<file path="src/rtl/irqmu_pkg.sv">
package irqmu_pkg;
  localparam int unsigned REG_W      = 16;
  localparam int unsigned NUM_LATCH  = 4;
  localparam int unsigned BIT_XFER   = 0;
  localparam int unsigned BIT_PROG   = 1;
  localparam int unsigned BIT_CMD    = 2;
  localparam int unsigned BIT_RXREQ  = 5;
  localparam int unsigned BIT_TXREQ  = 6;
  localparam int unsigned BIT_SDIO   = 7;
  localparam int unsigned LATCH_POS [NUM_LATCH] = '{BIT_XFER, BIT_PROG, BIT_CMD, BIT_SDIO};
  localparam logic [REG_W-1:0] IMPL_MASK = 16'h00E7;
  localparam logic ADDR_FLAG = 1'b0;
  localparam logic ADDR_MASK = 1'b1;
endpackage

</file>
<file path="src/rtl/irqmu_rst_sync.sv">
module irqmu_rst_sync (
  input  logic clk,
  input  logic rst_n,
  output logic rst_sync_n
);
  logic [1:0] sync_q;

  always_ff @(posedge clk or negedge rst_n) begin
    if (!rst_n) sync_q <= 2'b00;
    else        sync_q <= {sync_q[0], 1'b1};
  end

  assign rst_sync_n = sync_q[1];
endmodule

</file>
<file path="src/rtl/irqmu_evt_flags.sv">
module irqmu_evt_flags #(
  parameter int unsigned NUM = 4
) (
  input  logic           clk,
  input  logic           rst_n,
  input  logic [NUM-1:0] ev,
  input  logic [NUM-1:0] clr,
  output logic [NUM-1:0] q
);
  for (genvar i = 0; i < NUM; i++) begin : g_flag
    logic flag_q, flag_d;

    // the event term is ORed in last so a same-cycle pulse beats the clear
    always_comb begin
      flag_d = flag_q;
      if (clr[i]) flag_d = 1'b0;
      if (ev[i])  flag_d = 1'b1;
    end

    always_ff @(posedge clk or negedge rst_n) begin
      if (!rst_n) flag_q <= 1'b0;
      else        flag_q <= flag_d;
    end

    assign q[i] = flag_q;

    a_r2_event_sets: assert property (@(posedge clk) disable iff (!rst_n)
      ev[i] |=> q[i]);
    a_r3_clear_only: assert property (@(posedge clk) disable iff (!rst_n)
      (clr[i] && !ev[i]) |=> !q[i]);
    a_r3_hold: assert property (@(posedge clk) disable iff (!rst_n)
      (!clr[i] && !ev[i]) |=> $stable(q[i]));
    a_r4_event_wins: assert property (@(posedge clk) disable iff (!rst_n)
      (clr[i] && ev[i]) |=> q[i]);
  end
endmodule

</file>
<file path="src/rtl/irqmu_fifo_req.sv">
module irqmu_fifo_req #(
  parameter int unsigned FIFO_DEPTH = 32,
  parameter int unsigned BURST      = 8,
  parameter int unsigned LVL_W      = $clog2(FIFO_DEPTH + 1)
) (
  input  logic             clk,
  input  logic             rst_n,
  input  logic [LVL_W-1:0] level,
  input  logic             ended,
  output logic             tx_req,
  output logic             rx_req
);
  localparam logic [LVL_W-1:0] DEPTH_L = LVL_W'(FIFO_DEPTH);
  localparam logic [LVL_W-1:0] BURST_L = LVL_W'(BURST);

  logic [LVL_W-1:0] space;

  always_comb begin
    space  = (level <= DEPTH_L) ? (DEPTH_L - level) : '0;
    tx_req = (space >= BURST_L);
    rx_req = (level >= BURST_L) || (ended && (level != '0));
  end

  a_r5_full_no_tx: assert property (@(posedge clk) disable iff (!rst_n)
    (level == DEPTH_L) |-> !tx_req);
  a_r5_empty_tx: assert property (@(posedge clk) disable iff (!rst_n)
    (level == '0) |-> tx_req);
  a_r6_empty_no_rx: assert property (@(posedge clk) disable iff (!rst_n)
    (level == '0) |-> !rx_req);
endmodule

</file>
<file path="src/rtl/irqmu_mask.sv">
module irqmu_mask
  import irqmu_pkg::*;
(
  input  logic             clk,
  input  logic             rst_n,
  input  logic             wr_en,
  input  logic [REG_W-1:0] wdata,
  output logic [REG_W-1:0] mask_q
);
  for (genvar i = 0; i < REG_W; i++) begin : g_bit
    if (IMPL_MASK[i]) begin : g_impl
      logic bit_q, bit_d;
      always_comb begin
        bit_d = bit_q;
        if (wr_en) bit_d = wdata[i];
      end
      always_ff @(posedge clk or negedge rst_n) begin
        if (!rst_n) bit_q <= 1'b1;
        else        bit_q <= bit_d;
      end
      assign mask_q[i] = bit_q;
    end else begin : g_none
      assign mask_q[i] = 1'b0;
    end
  end

  a_r10_write_loads: assert property (@(posedge clk) disable iff (!rst_n)
    wr_en |=> (mask_q == ($past(wdata) & IMPL_MASK)));
  a_r10_hold: assert property (@(posedge clk) disable iff (!rst_n)
    !wr_en |=> $stable(mask_q));
endmodule

</file>
<file path="src/rtl/sdmmc_irq_unit.sv">
module sdmmc_irq_unit
  import irqmu_pkg::*;
#(
  parameter int unsigned FIFO_DEPTH = 32,
  parameter int unsigned BURST      = 8,
  localparam int unsigned LVL_W     = $clog2(FIFO_DEPTH + 1)
) (
  input  logic             clk,
  input  logic             rst_n,
  input  logic             bus_sel,
  input  logic             bus_we,
  input  logic             bus_addr,
  input  logic [REG_W-1:0] bus_wdata,
  output logic [REG_W-1:0] bus_rdata,
  input  logic             ev_xfer_done,
  input  logic             ev_prog_done,
  input  logic             ev_cmd_done,
  input  logic             ev_sdio,
  input  logic [LVL_W-1:0] fifo_level,
  input  logic             xfer_ended,
  output logic             irq_o
);
  logic                 rst_sync_n;
  logic                 wr_flag, wr_mask;
  logic [NUM_LATCH-1:0] ev_vec, clr_vec, lat_q;
  logic                 tx_req, rx_req;
  logic [REG_W-1:0]     flags, mask_q;

  irqmu_rst_sync u_rst (
    .clk        (clk),
    .rst_n      (rst_n),
    .rst_sync_n (rst_sync_n)
  );

  assign wr_flag = bus_sel && bus_we && (bus_addr == ADDR_FLAG);
  assign wr_mask = bus_sel && bus_we && (bus_addr == ADDR_MASK);
  assign ev_vec  = {ev_sdio, ev_cmd_done, ev_prog_done, ev_xfer_done};

  always_comb begin
    for (int k = 0; k < NUM_LATCH; k++) begin
      clr_vec[k] = wr_flag && bus_wdata[LATCH_POS[k]];
    end
  end

  irqmu_evt_flags #(.NUM(NUM_LATCH)) u_flags (
    .clk   (clk),
    .rst_n (rst_sync_n),
    .ev    (ev_vec),
    .clr   (clr_vec),
    .q     (lat_q)
  );

  irqmu_fifo_req #(.FIFO_DEPTH(FIFO_DEPTH), .BURST(BURST), .LVL_W(LVL_W)) u_fifo (
    .clk    (clk),
    .rst_n  (rst_sync_n),
    .level  (fifo_level),
    .ended  (xfer_ended),
    .tx_req (tx_req),
    .rx_req (rx_req)
  );

  irqmu_mask u_mask (
    .clk    (clk),
    .rst_n  (rst_sync_n),
    .wr_en  (wr_mask),
    .wdata  (bus_wdata),
    .mask_q (mask_q)
  );

  always_comb begin
    flags = '0;
    for (int k = 0; k < NUM_LATCH; k++) begin
      flags[LATCH_POS[k]] = lat_q[k];
    end
    flags[BIT_RXREQ] = rx_req;
    flags[BIT_TXREQ] = tx_req;
  end

  always_comb begin
    bus_rdata = '0;
    if (bus_sel) bus_rdata = (bus_addr == ADDR_MASK) ? mask_q : flags;
  end

  assign irq_o = |(flags & ~mask_q);

  a_r8_all_masked_quiet: assert property (@(posedge clk) disable iff (!rst_sync_n)
    ((mask_q & IMPL_MASK) == IMPL_MASK) |-> !irq_o);
  a_r8_open_xfer_fires: assert property (@(posedge clk) disable iff (!rst_sync_n)
    (!mask_q[BIT_XFER] && lat_q[0]) |-> irq_o);
  a_r9_unused_zero: assert property (@(posedge clk) disable iff (!rst_sync_n)
    ((bus_rdata & ~IMPL_MASK) == '0));
  a_r7_tx_follows_level: assert property (@(posedge clk) disable iff (!rst_sync_n)
    (bus_sel && !bus_we && bus_addr == ADDR_FLAG) |-> (bus_rdata[BIT_TXREQ] == tx_req));
endmodule

</file>
<file path="config.mk">
export PLATFORM = sky130hd
export DESIGN_NAME = sdmmc_irq_unit
export DESIGN_NICKNAME = d
export VERILOG_FILES = /design/src/rtl/irqmu_pkg.sv /design/src/rtl/irqmu_rst_sync.sv /design/src/rtl/irqmu_evt_flags.sv /design/src/rtl/irqmu_fifo_req.sv /design/src/rtl/irqmu_mask.sv /design/src/rtl/sdmmc_irq_unit.sv
export SDC_FILE = /design/constraint.sdc
export NUM_CORES = 1
export LEC_CHECK = 0
export BUFFER_PORTS_ARGS = -buffer_cell sky130_fd_sc_hd__clkbuf_2
export CORE_MARGIN = 5
export CORE_UTILIZATION = 30
export CTS_BUF_LIST = sky130_fd_sc_hd__clkbuf_8
export DETAILED_ROUTE_END_ITERATION = 10
export PLACE_DENSITY = 0.69
export SLEW_MARGIN = 25
export SYNTH_ARGS = -nofsm -noshare
export SYNTH_HDL_FRONTEND = slang
export SYNTH_SLANG_ARGS = --single-unit
</file>
<file path="constraint.sdc">
create_clock -name clk -period 1.1 [get_ports clk]
set_input_delay 0.055 -clock clk [delete_from_list [all_inputs] [get_ports clk]]
set_output_delay 0.055 -clock clk [all_outputs]
set_load 0.02 [all_outputs]
</file>
==> results of run 1 <==
cells by family after synthesis:
logic type / Yosys count / share of synthesized area (%)
AO/OA/AOI/OAI: 13 / 14.7
flip-flops: 12 / 41.6
other: 2 / 1.01
multiplexers: 11 / 15.9
AND/OR/NAND/NOR: 15 / 10.8
adder cells (fa/ha/maj): 1 / 1.69
buffers and inverters: 18 / 14.4
layout make-up:
cell class	instances	area [µm²]
repair buffers	47	357
inverters	7	31.3
fillers	231	1210
well taps	30	37.5
clock buffers	4	55.1
flip-flops and latches	12	308
multi-input cells	51	413
per-layer routing:
metal | vias to the layer above | share of wire [%]
met2 | 35 | 51
met5 | - | 0
li1 | 322 | -
met4 | 0 | 2.9
met3 | 5 | 11
met1 | 301 | 35
Yosys cell counts (all sizes together) (2+ instances only):
library cell,number,share of area [%]
a21o,4,4.1
inv,7,3.5
dfrtp,6,20
mux2,6,9.1
o21ai,2,1.4
mux2i,5,6.8
conb,2,1.0
dfstp,6,21
buf,11,11
nor2b,4,3.4
nand2,5,2.5
through the flow:
step	setup WS [ns]	hold WS, ns
CTS	-0.348	0.0389
global route	-0.401	0.0590
finish	-0.354	0.0477
detailed placement	-0.339	-0.157
floorplan	-0.0509	-0.241
global placement	-0.295	-0.159
worst max path at each step:
stage / from / end / slack (ns)
finish: u_mask.g_bit[0].g_impl.bit_q / irq_o / -0.35
detailed placement: fifo_level[0] / irq_o / -0.34
global route: u_mask.g_bit[1].g_impl.bit_q / irq_o / -0.40
floorplan: fifo_level[0] / irq_o / -0.05
global placement: fifo_level[0] / irq_o / -0.30
CTS: u_mask.g_bit[2].g_impl.bit_q / irq_o / -0.35
placed cells by master (no fill, tap or decap), drive strengths merged:
| cell type | instances |
|---|---|
| inv | 7 |
| o22ai | 1 |
| ha | 1 |
| a21oi | 1 |
| dlygate4sd3 | 5 |
| dfrtp | 6 |
| mux2i | 5 |
| and3 | 1 |
| clkbuf | 25 |
| a2111oi | 1 |
| nand2b | 1 |
| dfstp | 6 |
| a221oi | 1 |
| nand3 | 1 |
| mux2 | 6 |
| o31a | 1 |
| o22a | 1 |
| nor3 | 1 |
| nand2 | 5 |
| o21ai | 2 |
| or4 | 1 |
| a21o | 4 |
| buf | 21 |
| o221ai | 1 |
| conb | 11 |
| nor2b | 4 |
| and2 | 1 |
registers in the layout, indices dropped and copies added (netlist names):
signal and flops:
u_flags.g_flag.flag_q 4, u_rst.sync_q 2, u_mask.g_bit.g_impl.bit_q 6
worst reg2reg max path, stage by stage, from the launching register on:
cell and delay [ns]:
dfstp_2 0.37, buf_4 0.12, buf_6 0.10, mux2_2 0.25
report_power, final:
| group | switching (µW) | internal (µW) |
|---|---|---|
| Clock | 168 | 317 |
| Sequential | 40.7 | 524 |
| Combinational | 194 | 246 |
repair_timing:
action / 4_1_cts / 5_1_grt
hold buffers: 5 / 0
endpoints found under the hold margin: 6 / 0
resized for setup: 18 / 20
gates cloned: 0 / 0
pin swaps: 6 / 6
buffers inserted: 4 / 1
setup endpoints to repair: 7 / 7
==> impl_metrics.csv, run 1 <==
group,metric,value,unit
logic_synthesis,synth_async_sr_flop_share,100,%
power,power.density,1240,nW/µm²
global_route,antenna_found_initial,0,
global_route,overflow,0,
worst_setup_path,r2r_cells,3,
global_route,grt_max_degree,11,
placement,dp_hpwl,1.38,mm
placement,routabilityCongestion,0.672,
cells_and_area,area_growth,62.2,%
floorplanning,fp.dieH,59.7,µm
cts,cts_sinks,12,
sta,setup_viol,7,
route,first_pass_iters,4,
power,finalPower,1490,µW
cells_and_area,num_antenna_cells,0,
worst_setup_path,crit_chain,"inv_1 > a221oi_2 > o221ai_2 > clkbuf_8",
cts,cts_buffer_depth,2,
worst_setup_path,r2r_start,"u_mask.g_bit[2].g_impl.bit_q",
floorplanning,initial_core_util,30.7,%
sta,drv_slew,0,
power,irDropWorstVdd,985,µV
worst_setup_path,criticalPathCategory,"reg -> out",
placement,portBuffers,28,
worst_setup_path,worstSetupStartpointType,"flip-flop",
floorplanning,rows,18,
logic_synthesis,ys.flop_type,"dfstp_2",
outcome,status,"complete, but fails checks",
global_route,grt_pass1_wl,2.99,mm
cts,path_clk_slew,0.05,ns
cells_and_area,fin_cells,151,
worst_setup_path,r2r-end,"u_mask.g_bit[2].g_impl.bit_q",
cts,cts_root_buf,"clkbuf_8",
cts,numCtsBuffers,3,
sta,finalCritPeriodShare,132,%
route,drt_iter0_markers,14,
logic_synthesis,ys_seq_area_share,41.6,%
sta,finalClockSkew,0.00225,ns
min_path,worstHoldEndpoint,"u_mask.g_bit[6].g_impl.bit_q",
route,detail_route.vias_per_cell,4.39,
logic_synthesis,synth_warnings,0,
logic_synthesis,synth_area,741,µm²
cts,cts_tree,"yes",
placement,place_inst,138,
logic_synthesis,yosys.cell_types.count,27,
sta,max_freq,688,MHz
power,p_leak,0.000582,µW
sta,finalWorstSetupSlack,-0.354,ns
cts,worstSkewPairLatency,0.24,ns
worst_setup_path,reg2reg_slack,0.19,ns
worst_setup_path,arrival,1.40,ns
floorplanning,ios,49,
worst_setup_path,cp.depth,4,
job,max_cap_viol_count,0,
placement,dpl_cell_area,951,µm²
floorplanning,die_area,3560,µm²
worst_setup_path,path_buf_inv,2,
sta,period_minus_slack,1.45,ns
min_path,min_from,"bus_wdata[6]",
logic_synthesis,ys_ff_latch,12,
worst_setup_path,max_stage_delay,0.53,ns
global_route,grt_pass1_vias,719,
worst_setup_path,worstPathMaxFanout,2,
cells_and_area,final_util,49.8,%
sta,hold_violations,0,
min_path,hold_class,"in -> reg",
worst_setup_path,worstPathRequired,1.04,ns
global_route,grtUsageMet1,11.2,%
route,wl_per_cell,12.2,µm
worst_setup_path,cpMaxStageDelayCell,"dfstp_2",
logic_synthesis,synthCells,72,
min_path,whs_path_depth,2,
worst_setup_path,crit_family,"flip-flops",
cells_and_area,fin_area,1200,µm²
worst_setup_path,worstSetupEndpointType,"output pin",
route,final_antenna_net_count,0,
sta,rsz0062_at_grt,"true",
floorplanning,coreArea,2410,µm²
global_route,grt_use_total,11.6,%
logic_synthesis,syn_avg_cell_area,10.3,µm²
sta,setup-tns-final,-1.39,ns
route,wirelength,1.84,mm
route,routed-via-count,663,
route,drc,0,
logic_synthesis,synth-edff-count,0,
cts,htreeDepth,1,
cells_and_area,drive_gt1_share,57.9,%
global_route,grt-busiest-layer,"met2",
cells_and_area,nets,155,
floorplanning,fp.dieW,59.7,µm
global_route,met3_usage,3.02,%
global_route,met2_usage,21.1,%
outcome,violations,"setup timing",
No activity file was read; power rests on OpenSTA's default activity.
==> run 2, diff against run 1 <==
--- a/config.mk
+++ b/config.mk
@@ -6,6 +6,7 @@
 export NUM_CORES = 1
 export LEC_CHECK = 0
 export BUFFER_PORTS_ARGS = -buffer_cell sky130_fd_sc_hd__clkbuf_2
+export CORE_ASPECT_RATIO = 0.7
 export CORE_MARGIN = 5
 export CORE_UTILIZATION = 30
 export CTS_BUF_LIST = sky130_fd_sc_hd__clkbuf_8
==> run 2 against run 1 <==
The run still ends with setup timing left; final cell count up 4.0%; maximum frequency is 1.4% higher; highest routed layer is now met3; power is 0.63% higher; first-iteration DRC count is 64% lower; count of clock-buffer cells in the layout unchanged; critical path depth stayed put; largest power group unchanged.
==> impl_metrics.csv, run 2 (synthesis gave the netlist of run 1 again) <==
group,metric,value,unit
cells_and_area,final_util,51.5,%
global_route,overflow,0,
sta,whs,0.0507,ns
worst_setup_path,r2r_start,"u_mask.g_bit[2].g_impl.bit_q",
cells_and_area,top_register,"u_mask.g_bit.g_impl.bit_q",
global_route,grt_max_degree,11,
floorplanning,rows,15,
cells_and_area,area_growth,66.9,%
sta,finalWorstSetupSlack,-0.335,ns
cells_and_area,fin_cells,157,
worst_setup_path,cpMaxStageDelayCell,"dfstp_2",
cells_and_area,nets,157,
power,switching_share,26.6,%
route,first_pass_iters,2,
cells_and_area,final_cell_mix,"19 x clkbuf_2, 15 x buf_4, 11 x conb_1",
worst_setup_path,crit_chain,"inv_2 > a221oi_2 > o221ai_2 > buf_4",
worst_setup_path,path_buf_inv,2,
sta,finalCritPeriodShare,130,%
placement,dpl_cell_area,971,µm²
cells_and_area,fin_area,1240,µm²
min_path,worstHoldEndpoint,"u_mask.g_bit[6].g_impl.bit_q",
cells_and_area,layout_commonest_cell,"clkbuf_2",
sta,hold_violations,0,
route,routed-via-count,676,
route,drt_iter0_markers,5,
worst_setup_path,worstSetupEndpointType,"output pin",
cts,worstSkewPairLatency,0.24,ns
power,power_frac_seq,37.8,%
cells_and_area,num_antenna_cells,0,
cts,cts_tree,"yes",
route,wl_per_cell,11.8,µm
worst_setup_path,max_stage_delay,0.53,ns
worst_setup_path,reg2reg_slack,0.19,ns
min_path,hold_class,"in -> reg",
power,p_int,1100,µW
cts,numCtsBuffers,3,
sta,period_minus_slack,1.43,ns
power,p_leak,0.000593,µW
worst_setup_path,r2r_cells,3,
floorplanning,fp.dieW,69.4,µm
placement,routabilityCongestion,0.739,
min_path,min_from,"bus_wdata[6]",
global_route,grt_pass1_vias,683,
placement,dp_hpwl,1.43,mm
sta,setup_viol,7,
cells_and_area,largest_reg_flops,6,
sta,setup-tns-final,-1.43,ns
sta,drv_slew,0,
outcome,violations,"setup timing",
placement,place_inst,144,
worst_setup_path,r2r-end,"u_mask.g_bit[2].g_impl.bit_q",
sta,finalClockSkew,0.00200,ns
min_path,whs_path_depth,2,
sta,rsz0062_at_grt,"true",
route,drc,0,
route,final_antenna_net_count,0,
sta,max_freq,697,MHz
power,pwr-share-clk,31.6,%
worst_setup_path,crit_family,"flip-flops",
global_route,grt_use_total,11.0,%
cells_and_area,drive_gt1_share,59.3,%
global_route,antenna_found_initial,0,
floorplanning,die_area,3580,µm²
route,wirelength,1.85,mm
route,detail_route.vias_per_cell,4.31,
placement,portBuffers,28,
cts,path_clk_slew,0.05,ns
floorplanning,fp.dieH,51.6,µm
power,power.density,1210,nW/µm²
worst_setup_path,worstSetupStartpointType,"flip-flop",
floorplanning,ios,49,
worst_setup_path,worstPathMaxFanout,2,
cells_and_area,biggestRegsByFlops,"u_mask.g_bit.g_impl.bit_q: 6 flops, u_flags.g_flag.flag_q: 4 flops, u_rst.sync_q: 2 flops",
cts,cts_buffer_depth,2,
power,irDropWorstVdd,764,µV
worst_setup_path,arrival,1.38,ns
worst_setup_path,worstPathRequired,1.04,ns
floorplanning,coreArea,2400,µm²
cts,cts_sinks,12,
cts,htreeDepth,1,
floorplanning,initial_core_util,30.8,%
job,max_cap_viol_count,0,
outcome,status,"complete, but fails checks",
cts,cts_root_buf,"clkbuf_8",
power,pwr-share-comb,30.6,%
worst_setup_path,criticalPathCategory,"reg -> out",
global_route,grt_pass1_wl,3.03,mm
power,switching_power,399,µW
## run 2: cell count changes in the layout (fill, tap and decap cells not counted)
cell     previous run  this run
buf_6               3         6
buf_4              16        15
mux2i_2             0         1
mux2i_1             5         4
## run 2: layout make-up
| cell class | instances | area, µm² |
|---|---|---|
| clock buffers | 4 | 55.1 |
| fillers | 230 | 1170 |
| inverters | 7 | 31.3 |
| multi-input cells | 51 | 417 |
| flip-flops and latches | 12 | 308 |
| well taps | 34 | 42.5 |
| repair buffers | 49 | 383 |
## run 2: repair_timing
item,4_1_cts,5_1_grt
setup endpoints to repair,7,7
hold buffers,5,0
pin swaps,3,3
endpoints found under the hold margin,6,0
resized for setup,21,17
buffers inserted,3,1
## run 2: metrics by stage
stage | setup WS, ns | total power, µW
final | -0.335 | 1500
after global routing | -0.388 | 1580
after CTS | -0.350 | 1490
after detailed placement | -0.349 | 906
after global placement | -0.302 | 895
after floorplan | -0.0509 | 776
## run 2: per-layer routing
layer,vias up,global-route usage (%),part of all wire [%]
met1,319,12.7,41
met2,28,20.4,52
met3,0,2.32,7.1
li1,329,-,-
met4,0,3.90,0
met5,-,0,0
## run 2: power groups by stage
stage / registers (µW) / clock network [µW] / logic, µW
global route: 577 / 510 / 495
global placement: 566 / 0 / 329
CTS: 562 / 495 / 437
detailed placement: 568 / 0 / 339
finish: 566 / 474 / 458
floorplan: 563 / 0 / 213
## run 2: how the worst max path moves through the flow
stage | slack (ns) | cells past startpoint | endpoint | start
floorplan | -0.05 | 6 | irq_o | fifo_level[0]
global placement | -0.30 | 8 | irq_o | fifo_level[0]
detailed placement | -0.35 | 8 | irq_o | fifo_level[0]
CTS | -0.35 | 4 | irq_o | u_mask.g_bit[2].g_impl.bit_q
global route | -0.39 | 4 | irq_o | u_mask.g_bit[2].g_impl.bit_q
finish | -0.33 | 4 | irq_o | u_mask.g_bit[2].g_impl.bit_q
## run 2: worst reg2reg max path, cell delays in order (launching register included)
cell and delay, ns:
dfstp_2 0.37, buf_4 0.12, buf_6 0.10, mux2_2 0.25
==> run 3, diff against run 2 <==
--- a/config.mk
+++ b/config.mk
@@ -8,10 +8,10 @@
 export BUFFER_PORTS_ARGS = -buffer_cell sky130_fd_sc_hd__clkbuf_2
 export CORE_ASPECT_RATIO = 0.7
 export CORE_MARGIN = 5
-export CORE_UTILIZATION = 30
+export CORE_UTILIZATION = 38
 export CTS_BUF_LIST = sky130_fd_sc_hd__clkbuf_8
 export DETAILED_ROUTE_END_ITERATION = 10
-export PLACE_DENSITY = 0.69
+export PLACE_DENSITY = 0.83
 export SLEW_MARGIN = 25
 export SYNTH_ARGS = -nofsm -noshare
 export SYNTH_HDL_FRONTEND = slang
==> run 3 against run 2 <==
The run still ends with setup timing left; routed wire length rose by 3.5%; sequential share of layout area rose by 1.2 points; sequential cell count did not move; utilization rose by 12 points; clock power fell by 18%; global-route usage rose by 3.1 points; clock skew fell by 0.0017 ns; worst setup slack got worse by 0.0094 ns; count of clock-buffer cells in the layout fell by 1; hold slack got worse by 0.042 ns; critical endpoint unchanged; highest routed layer is now met4.
==> impl_metrics.csv, run 3 (synthesis gave the netlist of run 1 again) <==
group,metric,value,unit
sta,period_minus_slack,1.44,ns
route,wirelength,1.92,mm
sta,drv_slew,0,
sta,whs,0.00835,ns
outcome,status,"complete, but fails checks",
cells_and_area,top_register,"u_mask.g_bit.g_impl.bit_q",
placement,place_inst,131,
cells_and_area,area_growth,59.1,%
global_route,grt_pass1_vias,670,
job,max_cap_viol_count,0,
floorplanning,initial_core_util,39.9,%
floorplanning,fp.dieW,62.8,µm
cts,numCtsBuffers,3,
cells_and_area,nets,155,
worst_setup_path,r2r_cells,3,
sta,hold_violations,0,
cts,worstSkewPairLatency,0.24,ns
worst_setup_path,r2r-end,"u_mask.g_bit[0].g_impl.bit_q",
cts,cts_tree,"yes",
cts,path_clk_slew,0.05,ns
power,p_int,1010,µW
cts,cts_buffer_depth,2,
worst_setup_path,startpoint,"u_mask.g_bit[0].g_impl.bit_q",
cells_and_area,num_antenna_cells,0,
worst_setup_path,reg2reg_slack,0.19,ns
worst_setup_path,worstPathMaxFanout,2,
min_path,hold_class,"in -> reg",
global_route,overflow,0,
cts,htreeDepth,1,
cells_and_area,drive_gt1_share,59.2,%
sta,rsz0062_at_grt,"true",
worst_setup_path,arrival,1.39,ns
sta,finalClockSkew,0.000276,ns
cells_and_area,largest_reg_flops,6,
route,first_pass_iters,2,
cells_and_area,layout_commonest_cell,"clkbuf_2",
route,final_antenna_net_count,0,
floorplanning,coreArea,1850,µm²
worst_setup_path,worstPathRequired,1.04,ns
route,wl_per_cell,13.5,µm
power,pwr-share-clk,27.7,%
global_route,antenna_found_initial,0,
cells_and_area,fin_cells,142,
power,p_leak,0.000575,µW
floorplanning,die_area,2950,µm²
cts,cts_root_buf,"clkbuf_8",
cells_and_area,fin_area,1180,µm²
power,switching_share,27.8,%
power,irDropWorstVdd,930,µV
placement,routabilityCongestion,0.730,
worst_setup_path,r2r_start,"u_mask.g_bit[0].g_impl.bit_q",
global_route,grt_max_degree,11,
sta,finalCritPeriodShare,131,%
power,finalPower,1410,µW
worst_setup_path,crit_path_end,"irq_o",
placement,dpl_cell_area,948,µm²
power,power.density,1190,nW/µm²
sta,max_freq,692,MHz
floorplanning,rows,13,
cells_and_area,final_util,63.6,%
cells_and_area,biggestRegsByFlops,"u_mask.g_bit.g_impl.bit_q: 6 flops, u_flags.g_flag.flag_q: 4 flops, u_rst.sync_q: 2 flops",
global_route,grt_use_total,14.1,%
worst_setup_path,criticalPathCategory,"reg -> out",
placement,portBuffers,28,
power,power_frac_seq,40.4,%
route,drt_iter0_markers,10,
cts,cts_sinks,12,
floorplanning,ios,49,
cells_and_area,fill_cells,156,
power,switching_power,391,µW
global_route,grt_pass1_wl,3.09,mm
route,detail_route.vias_per_cell,4.59,
worst_setup_path,worstSetupEndpointType,"output pin",
outcome,violations,"setup timing",
cells_and_area,final_cell_mix,"19 x clkbuf_2, 16 x buf_4, 11 x conb_1",
placement,dp_hpwl,1.45,mm
floorplanning,fp.dieH,46.9,µm
route,drc,0,
worst_setup_path,worstSetupStartpointType,"flip-flop",
sta,finalWorstSetupSlack,-0.344,ns
route,routed-via-count,652,
sta,setup_viol,7,
power,pwr-share-comb,31.9,%
## run 3: changes by cell type in the layout (fill, tap and decap cells not counted), sizes merged
cell	previous run	this run
buf	23	21
dlygate4sd3	5	4
## run 3: per-stage QoR
step                      setup slack (ns)  setup TNS [ns]
after floorplan                    -0.0509         -0.0509
final                               -0.344           -1.28
after global placement              -0.300          -0.745
after detailed placement            -0.341          -0.849
after CTS                           -0.337           -1.51
after global routing                -0.410           -1.69
## run 3: per-layer routing
layer	routed length (µm)	GRT usage, %
met5	0	0
met4	13	5.08
met3	139	4.31
met2	979	28.7
met1	786	14.3
## run 3: how the worst min path moves through the flow
stage	start	end	slack, ns	cells past startpoint
after floorplan	rst_n	u_rst.sync_q[0]	-0.24	0
after global placement	rst_n	u_rst.sync_q[0]	-0.16	1
after detailed placement	rst_n	u_rst.sync_q[0]	-0.16	1
after CTS	ev_xfer_done	u_flags.g_flag[0].flag_q	0.01	2
after global routing	ev_xfer_done	u_flags.g_flag[0].flag_q	0.02	2
final	ev_xfer_done	u_flags.g_flag[0].flag_q	0.008	2
## run 3: repair_timing
action	4_1_cts	5_1_grt
setup endpoints to repair	7	7
hold buffers	4	0
pin swaps	5	0
hold endpoints to repair	5	0
gates resized for setup	23	11
setup buffers	4	1
## run 3: final cells by class
class	instances	area, µm²	area share (%)
Tap cell	22	27.5	2.34
Timing Repair Buffer	47	357	30.3
Clock buffer	3	41.3	3.50
Sequential cell	12	308	26.1
Inverter	7	28.8	2.44
Multi-Input combinational cell	51	417	35.4
## run 3: power by group through the flow
stage | clock network, µW | registers [µW] | logic (µW)
2_1_floorplan | 0 | 563 | 213
3_3_place_gp | 0 | 566 | 317
3_5_place_dp | 0 | 573 | 327
4_1_cts | 400 | 564 | 435
5_1_grt | 424 | 575 | 486
6_report | 390 | 568 | 449
## run 3: critical path: stages (launching register included)
cell and delay (ns):
dfstp_2 0.53, inv_1 0.05, a221oi_2 0.27, o221ai_2 0.14, clkbuf_8 0.17
